==> src/rtl/pm_pkg.sv <==
package pm_pkg;
    localparam int ADDR_W   = 15;
    localparam int IDX_W    = 4;
    localparam int PAGE_W   = 8;
    localparam int REGION_W = 4;
    localparam int ENTRIES  = 1 << IDX_W;
    localparam int ENTRY_W  = PAGE_W + REGION_W;
    localparam int OFFS_W   = ADDR_W - 1 - IDX_W;
    localparam int PHYS_W   = PAGE_W + OFFS_W;
    localparam int NSEL     = 1 << REGION_W;

    typedef struct packed {
        logic [REGION_W-1:0] region;
        logic [PAGE_W-1:0]   page;
    } entry_t;

    typedef struct packed {
        logic [ADDR_W-1:0] addr;
        logic              psel;
    } hold_t;
endpackage

==> src/rtl/pm_addr_hold.sv <==
module pm_addr_hold
    import pm_pkg::*;
(
    input  logic              clk,
    input  logic              rst_n,
    input  logic              strobe,
    input  logic [ADDR_W-1:0] addr_in,
    input  logic              psel_in,
    output logic              io_sel,
    output logic [IDX_W-1:0]  idx,
    output logic [OFFS_W-1:0] offs,
    output logic              psel
);
    hold_t hold_d, hold_q;

    always_comb begin
        hold_d = hold_q;
        if (strobe) begin
            hold_d.addr = addr_in;
            hold_d.psel = psel_in;
        end
    end

    always_ff @(posedge clk or negedge rst_n) begin
        if (!rst_n) begin
            hold_q.addr <= '0;
            hold_q.psel <= 1'b1;
        end else begin
            hold_q <= hold_d;
        end
    end

    assign io_sel = hold_q.addr[ADDR_W-1];
    assign idx    = hold_q.addr[ADDR_W-2 -: IDX_W];
    assign offs   = hold_q.addr[OFFS_W-1:0];
    assign psel   = hold_q.psel;


    hold_stable_chk: assert property (@(posedge clk) disable iff (!rst_n)
        !strobe |=> $stable(hold_q));
endmodule

==> src/rtl/pm_map_table.sv <==
module pm_map_table
    import pm_pkg::*;
(
    input  logic               clk,
    input  logic               rst_n,
    input  logic               wr_en,
    input  logic [IDX_W-1:0]   wr_idx,
    input  logic [ENTRY_W-1:0] wr_data,
    input  logic [IDX_W-1:0]   rd_idx,
    input  logic               bypass,
    output entry_t             rd_entry
);
    entry_t [ENTRIES-1:0] tab_d, tab_q;

    always_comb begin
        for (int i = 0; i < ENTRIES; i++) begin
            if (wr_en && (wr_idx == IDX_W'(i)))
                tab_d[i] = entry_t'(wr_data);
            else
                tab_d[i] = tab_q[i];
        end
    end

    always_ff @(posedge clk or negedge rst_n) begin
        if (!rst_n) begin
            tab_q <= '1;
        end else begin
            tab_q <= tab_d;
        end
    end

    assign rd_entry = bypass ? entry_t'('1) : tab_q[rd_idx];


    map_write_chk: assert property (@(posedge clk) disable iff (!rst_n)
        wr_en |=> (tab_q[$past(wr_idx)] == entry_t'($past(wr_data))));


    map_hold_chk: assert property (@(posedge clk) disable iff (!rst_n)
        !wr_en |=> $stable(tab_q));
endmodule

==> src/rtl/pm_region_decode.sv <==
module pm_region_decode
    import pm_pkg::*;
(
    input  logic [REGION_W-1:0] region,
    output logic [NSEL-1:0]     sel_n
);
    for (genvar g = 0; g < NSEL; g++) begin : g_sel
        assign sel_n[g] = (region != REGION_W'(g));
    end
endmodule

==> src/rtl/page_mapper.sv <==
module page_mapper
    import pm_pkg::*;
(
    input  logic               clk,
    input  logic               rst_n,
    input  logic               addr_strobe,
    input  logic [ADDR_W-1:0]  cpu_addr,
    input  logic               prog_sel,
    input  logic               io_wr,
    input  logic [ENTRY_W-1:0] io_data,
    output logic [PHYS_W-1:0]  phys_addr,
    output logic [NSEL-1:0]    cs_n
);
    logic              io_sel;
    logic [IDX_W-1:0]  idx;
    logic [OFFS_W-1:0] offs;
    logic              psel;
    entry_t            entry;

    pm_addr_hold u_hold (
        .clk     (clk),
        .rst_n   (rst_n),
        .strobe  (addr_strobe),
        .addr_in (cpu_addr),
        .psel_in (prog_sel),
        .io_sel  (io_sel),
        .idx     (idx),
        .offs    (offs),
        .psel    (psel)
    );

    pm_map_table u_table (
        .clk      (clk),
        .rst_n    (rst_n),
        .wr_en    (io_wr & io_sel),
        .wr_idx   (idx),
        .wr_data  (io_data),
        .rd_idx   (idx),
        .bypass   (psel),
        .rd_entry (entry)
    );

    pm_region_decode u_dec (
        .region (entry.region),
        .sel_n  (cs_n)
    );

    assign phys_addr = {entry.page, offs};


    one_cs_chk: assert property (@(posedge clk) disable iff (!rst_n)
        $countones(~cs_n) == 1);


    boot_bypass_chk: assert property (@(posedge clk) disable iff (!rst_n)
        psel |-> (cs_n == {1'b0, {(NSEL-1){1'b1}}} && phys_addr[PHYS_W-1 -: PAGE_W] == '1));
endmodule

==> config.mk <==
export PLATFORM = sky130hd
export DESIGN_NAME = page_mapper
export DESIGN_NICKNAME = d
export VERILOG_FILES = /design/src/rtl/pm_pkg.sv /design/src/rtl/pm_addr_hold.sv /design/src/rtl/pm_map_table.sv /design/src/rtl/pm_region_decode.sv /design/src/rtl/page_mapper.sv
export SDC_FILE = /design/constraint.sdc
export NUM_CORES = 1
export LEC_CHECK = 0
export BUFFER_PORTS_ARGS = -buffer_cell sky130_fd_sc_hd__buf_2
export CAP_MARGIN = 20
export CELL_PAD_IN_SITES_DETAIL_PLACEMENT = 0
export CELL_PAD_IN_SITES_GLOBAL_PLACEMENT = 2
export CORE_MARGIN = 4
export CORE_UTILIZATION = 45
export CTS_CLUSTER_DIAMETER = 100
export CTS_CLUSTER_SIZE = 14
export DETAILED_ROUTE_END_ITERATION = 16
export PLACE_DENSITY_LB_ADDON = 0.1
export REMOVE_ABC_BUFFERS = 1
export SYNTH_ARGS = -nofsm -noshare
export SYNTH_HDL_FRONTEND = slang
export SYNTH_HIERARCHICAL = 1
export SYNTH_SLANG_ARGS = --single-unit
==> constraint.sdc <==
create_clock -name clk -period 3.9 [get_ports clk]
set_input_delay 0.975 -clock clk [delete_from_list [all_inputs] [get_ports clk]]
set_output_delay 0.975 -clock clk [all_outputs]
set_load 0.01 [all_outputs]
==> results of run 1 <==
==> sequential cells by signal, indices dropped and copies added, names as in the netlist <==
register       cells
u_hold/offs       10
u_table/tab_q    192
u_hold/psel        1
u_hold/idx         4
u_hold/io_sel      1
==> cell families after synthesis <==
family / after synthesis
mux: 292
buf+inv: 54
compound gates: 48
flops: 208
simple gates: 60
==> metrics by stage <==
step           hold slack (ns)  std cells
2_1_floorplan            0.472        608
3_3_place_gp             0.482        978
3_5_place_dp             0.492        978
4_1_cts                  0.510       1015
5_1_grt                  0.526       1018
6_report                 0.506       1018
==> area by class of cell <==
class                   instances  share of cell area, %
clock inverters                 1                  0.143
well taps                     280                   3.08
flip-flops and latches        208                   47.9
repair buffers                106                   6.10
clock buffers                  23                   4.21
multi-input cells             400                   38.5
==> routing by layer <==
| layer | GRT usage (%) | vias up | wire [um] |
|---|---|---|---|
| met5 | 0 | - | 0 |
| met4 | 3.81 | 0 | 425 |
| met3 | 2.46 | 30 | 868 |
| met2 | 30.6 | 81 | 11300 |
| met1 | 29.8 | 3095 | 11600 |
| li1 | - | 2590 | - |
==> cells in the final DEF, fill, tap and decap left out, types with 2 or more instances in the layout <==
cell type	synthesis	routed
clkbuf_8	0	3
or3_4	2	2
buf_12	1	2
a221oi_2	0	2
mux2_4	40	40
mux4_2	12	12
buf_4	4	37
o211ai_1	12	12
nand2_1	15	15
nand2b_1	4	4
nand4b_1	4	4
or4b_1	3	3
nand3b_1	4	4
dfstp_2	193	193
nor2_1	11	11
mux2_2	240	240
dfrtp_1	15	13
o22ai_1	12	12
o221ai_1	12	12
a221oi_1	12	9
clkbuf_16	0	18
buf_2	20	64
clkbuf_1	24	4
nand4bb_1	6	6
==> worst paths after layout <==
| kind | from | to | cells past startpoint |
|---|---|---|---|
| setup / recovery | u_hold/idx[3]$_DFFE_PN0P_ | cs_n[4] | 6 |
| hold / removal | u_hold/io_sel$_DFFE_PN0P_ | u_hold/io_sel$_DFFE_PN0P_ | 1 |
| setup reg to reg | u_hold/idx[1]$_DFFE_PN0P_ | u_table/tab_q[67]$_DFFE_PN1P_ | 6 |
| hold reg to reg | u_hold/io_sel$_DFFE_PN0P_ | u_hold/io_sel$_DFFE_PN0P_ | 1 |
| max in group asynchronous | rst_n | u_table/tab_q[66]$_DFFE_PN1P_ | 2 |
| min in group asynchronous | rst_n | u_hold/idx[2]$_DFFE_PN0P_ | 1 |
==> power breakdown <==
| part | leakage [nW] | switching (mW) | internal, mW | total (mW) |
|---|---|---|---|---|
| Sequential | 2.19 | 0.350 | 3.25 | 3.60 |
| Clock | 0.241 | 0.779 | 0.861 | 1.64 |
| Combinational | 2.19 | 0.645 | 1.01 | 1.66 |
==> what timing repair did <==
action / CTS / global route
pin swaps: 4 / 0
setup buffers: 13 / 3
setup endpoints to repair: 19 / 8
gates resized for setup: 2 / 5
==> worst reg2reg max path, cell delays in order, from the launching register on <==
cell	delay, ns
dfrtp_4	0.52
buf_16	0.18
buf_4	0.22
nand2b_1	0.19
nor2_1	0.66
buf_4	0.31
mux2_2	0.35
==> results.yml, run 1 <==
clock_network:
  clockBufferDepth: 3
  cts_max_level: 1
  holdBufCountCts: 0
  cts_tree: "yes"
  clockRootBuffer: "clkbuf_16"
  numCtsBuffers: 18
  clkSinkCount: 208
  clk_pin_slew_ns: 0.08
  clock_latency_ns: 0.51
final_layout:
  drive_above_1_share_pct: 84.4
  area_growth_syn_to_layout_pct: 12.7
  regArea_mm2: 0.00545
  diodes: 0
  utilization_pct: 51.8
  multi_input_area_mm2: 0.00438
  fillCellCount: 1827
  stdcell_area_mm2: 0.0114
  nets: 766
placed_design:
  dpl.hpwl_um: 15700
  globalplace.congestion: 0.804
  dp_slack_ns: 0.142
  place_area_mm2: 0.0107
  io_buffers: 65
logic_synthesis:
  syn_avg_cell_area_um2: 15.2
  synth_cell_types: 33
  synthAdderAreaFrac_pct: 0
  synth.area.mux_share_pct: 35.4
  yosys_warnings: 6
  synthSimpleGateAreaFrac_pct: 3.94
  synth_top_cell_area_share_pct: 50.3
  synth_compound_area_share_pct: 3.72
  ys.flop_type: "dfstp_2"
  yosys.cell_count.top_type: "mux2_2"
  synth_area_leaders: "dfstp_2, mux2_2, mux2_4"
  synthTopCellsByCount: "mux2_2, dfstp_2, mux2_4"
  syn_inst: 662
  ys_async_sr_fraction_pct: 100
  yosysSeqAreaShare_pct: 54.0
  synth_top_cell_by_area: "dfstp_2"
  synth_area_mm2: 0.0101
  synth_top_family_by_area: "multiplexers"
  synth_edf_count: 0
  synth-xor-area-share_pct: 0
  synth_seq_cells: 208
floorplan:
  die_area_mm2: 0.0249
  die_w_um: 158
  row_count: 54
  die_y_um: 158
  initial_core_util_pct: 45.9
  num_io_pins: 66
  core_area_mm2: 0.0220
grt:
  grt_pass1_vias: 6266
  grt_overflow: 0
  grt_max_degree: 92
  grt_usage_pct: 19.6
  antenna_found_initial: 0
  grt_pass1_wl_um: 38100
routing:
  wirelength_um: 24200
  drtIter0Drc: 268
  viasPerCell: 5.69
  drc: 0
  via_count: 5796
  ant_nets: 0
  drt-pass1-iter-count: 4
  wire_per_inst_um: 23.7
sta:
  setup_ws_ns: 0.158
  worstMarginPinSlew_ns: 0.942
  period_share_pct: 95.9
  rsz0062_at_grt: "false"
  finalSetupViolations: 0
  max_freq_mhz: 267
  hold_viol_final: 0
  fin_setup_tns_ns: 0
  slew_violations: 0
  clock_skew_ns: 0.0297
  slew-limit-headroom_pct: 37.2
  fin_crit_ns: 3.74
critical_path:
  endpoint_kind: "primary output"
  required_ns: 2.92
  cp_max_fo: 12
  worstPathArrival_ns: 2.77
  regToRegSetupSlack_ns: 1.40
  cpPeakStageDelay_ns: 0.53
  path_delay_family: "simple AND/OR/NAND/NOR gates"
  crit_chain: "or2_2 -> o221ai_1 -> o211ai_1 -> buf_4 -> or4b_1 -> buf_2"
  timing_worst_setup_path_type: "reg -> out"
  path_buf_inv: 2
  worstSetupStartpointType: "flip-flop"
  slowest_stage: "or4b_1"
power_and_ir_drop:
  leakage_nw: 4.62
  total_power_mw: 6.90
  vdd_ir_drop_max_v: 0.000398
  pwr_density_cell_mw_per_mm2: 607
min_path:
  hold_class: "reg -> reg"
job:
  drv_cap: 0
status:
  status: "complete, no violations"
Note: power is estimated with default switching activity, not from simulation.
==> inputs of run 2 (changes only) <==
==> constraint.sdc (replaced) <==
create_clock -name clk -period 4.3 [get_ports clk]
set_input_delay 1.075 -clock clk [delete_from_list [all_inputs] [get_ports clk]]
set_output_delay 1.075 -clock clk [all_outputs]
set_load 0.01 [all_outputs]
==> results.yml, run 2 (same netlist as run 1, synthesis figures left out) <==
final_layout:
  area_growth_syn_to_layout_pct: 11.3
  drive_above_1_share_pct: 83.8
  regMostFlops: "u_table/tab_q"
  layout_commonest_cell: "mux2_2"
  final_cell_mix: "mux2_2, dfstp_2, buf_2"
  nets: 751
  diodes: 0
  largest_reg_flops: 192
  utilization_pct: 51.1
sta:
  max_freq_mhz: 248
  rsz0062_at_grt: "false"
  fin_setup_tns_ns: 0
  period_share_pct: 93.6
  setup_ws_ns: 0.273
  worstMarginPinSlew_ns: 1.02
  finalSetupViolations: 0
  clock_skew_ns: 0.0166
  fin_crit_ns: 4.03
  hold_viol_final: 0
  slew_violations: 0
  slew-limit-headroom_pct: 32.1
floorplan:
  die_y_um: 158
  die_area_mm2: 0.0249
  row_count: 54
  num_io_pins: 66
  core_area_mm2: 0.0220
  die_w_um: 158
  initial_core_util_pct: 45.9
critical_path:
  worstSetupStartpointType: "flip-flop"
  required_ns: 3.22
  worstPathArrival_ns: 2.95
  crit_chain: "mux2_2 -> a221oi_1 -> o211ai_1 -> buf_4 -> or4b_1 -> buf_2"
  slowest_stage: "dfrtp_4"
  timing_worst_setup_path_type: "reg -> out"
  cpPeakStageDelay_ns: 0.65
  endpoint_kind: "primary output"
  cp_max_fo: 21
  path_delay_family: "flip-flops"
  path_buf_inv: 2
grt:
  grt_pass1_wl_um: 37800
  grt_max_degree: 104
  antenna_found_initial: 0
  grt_usage_pct: 19.8
  grt_pass1_vias: 6135
  grt_overflow: 0
status:
  status: "complete, no violations"
power_and_ir_drop:
  vdd_ir_drop_max_v: 0.000265
  leakage_nw: 4.54
  total_power_mw: 6.22
  pwr_density_cell_mw_per_mm2: 554
clock_network:
  clkSinkCount: 208
  clockRootBuffer: "clkbuf_16"
  clk_pin_slew_ns: 0.07
  numCtsBuffers: 18
  cts_tree: "yes"
  holdBufCountCts: 0
  clockBufferDepth: 3
  clock_latency_ns: 0.48
  cts_max_level: 1
routing:
  drtIter0Drc: 216
  ant_nets: 0
  drt-pass1-iter-count: 4
  via_count: 5731
  wirelength_um: 24200
  wire_per_inst_um: 24.1
  drc: 0
  viasPerCell: 5.71
placed_design:
  dp_slack_ns: 0.616
  io_buffers: 65
  dpl.hpwl_um: 16100
  globalplace.congestion: 0.827
min_path:
  hold_class: "reg -> reg"
job:
  drv_cap: 0
==> run 2: layout make-up <==
cell class | instances | area [um2]
well taps | 280 | 350
fillers | 1828 | 10700
clock buffers | 24 | 504
multi-input cells | 400 | 4350
flip-flops and latches | 208 | 5450
repair buffers | 91 | 574
==> run 2: metrics by stage <==
| stage | hold slack, ns | cells | area, um2 |
|---|---|---|---|
| 6_report | 0.502 | 1003 | 11200 |
| 5_1_grt | 0.522 | 1003 | 11200 |
| 4_1_cts | 0.506 | 1002 | 11200 |
| 3_5_place_dp | 0.491 | 978 | 10700 |
| 3_3_place_gp | 0.483 | 978 | 10700 |
| 2_1_floorplan | 0.472 | 608 | 9790 |
==> run 2: power breakdown <==
part	total, mW	switching, mW	internal (mW)
Sequential	3.27	0.324	2.95
Clock	1.48	0.670	0.811
Combinational	1.47	0.580	0.888
Total	6.22	1.57	4.65
==> run 2: worst paths after layout <==
| path | from | to | slack (ns) | cells past startpoint |
|---|---|---|---|---|
| setup / recovery | u_hold/idx[1]$_DFFE_PN0P_ | cs_n[1] | 0.27 | 6 |
| hold / removal | u_hold/io_sel$_DFFE_PN0P_ | u_hold/io_sel$_DFFE_PN0P_ | 0.50 | 1 |
| setup reg to reg | u_hold/idx[1]$_DFFE_PN0P_ | u_table/tab_q[61]$_DFFE_PN1P_ | 1.81 | 5 |
| hold reg to reg | u_hold/io_sel$_DFFE_PN0P_ | u_hold/io_sel$_DFFE_PN0P_ | 0.50 | 1 |
| max in group asynchronous | rst_n | u_table/tab_q[150]$_DFFE_PN1P_ | 2.63 | 2 |
| min in group asynchronous | rst_n | u_hold/offs[1]$_DFFE_PN0P_ | 0.76 | 1 |
==> run 2: what timing repair did <==
item	4_1_cts	5_1_grt
setup buffers	0	1
endpoints found under the setup margin	0	5
gates resized for setup	0	2
==> run 2: routing by layer <==
layer / GRT usage [%] / share of wire [%] / wire length (um) / up-vias
met4: 4.10 / 2.0 / 493 / 0
met1: 29.9 / 49 / 11800 / 3061
met2: 30.5 / 46 / 11200 / 80
met3: 2.87 / 3.1 / 740 / 27
li1: - / - / - / 2563
met5: 0 / 0 / 0 / -
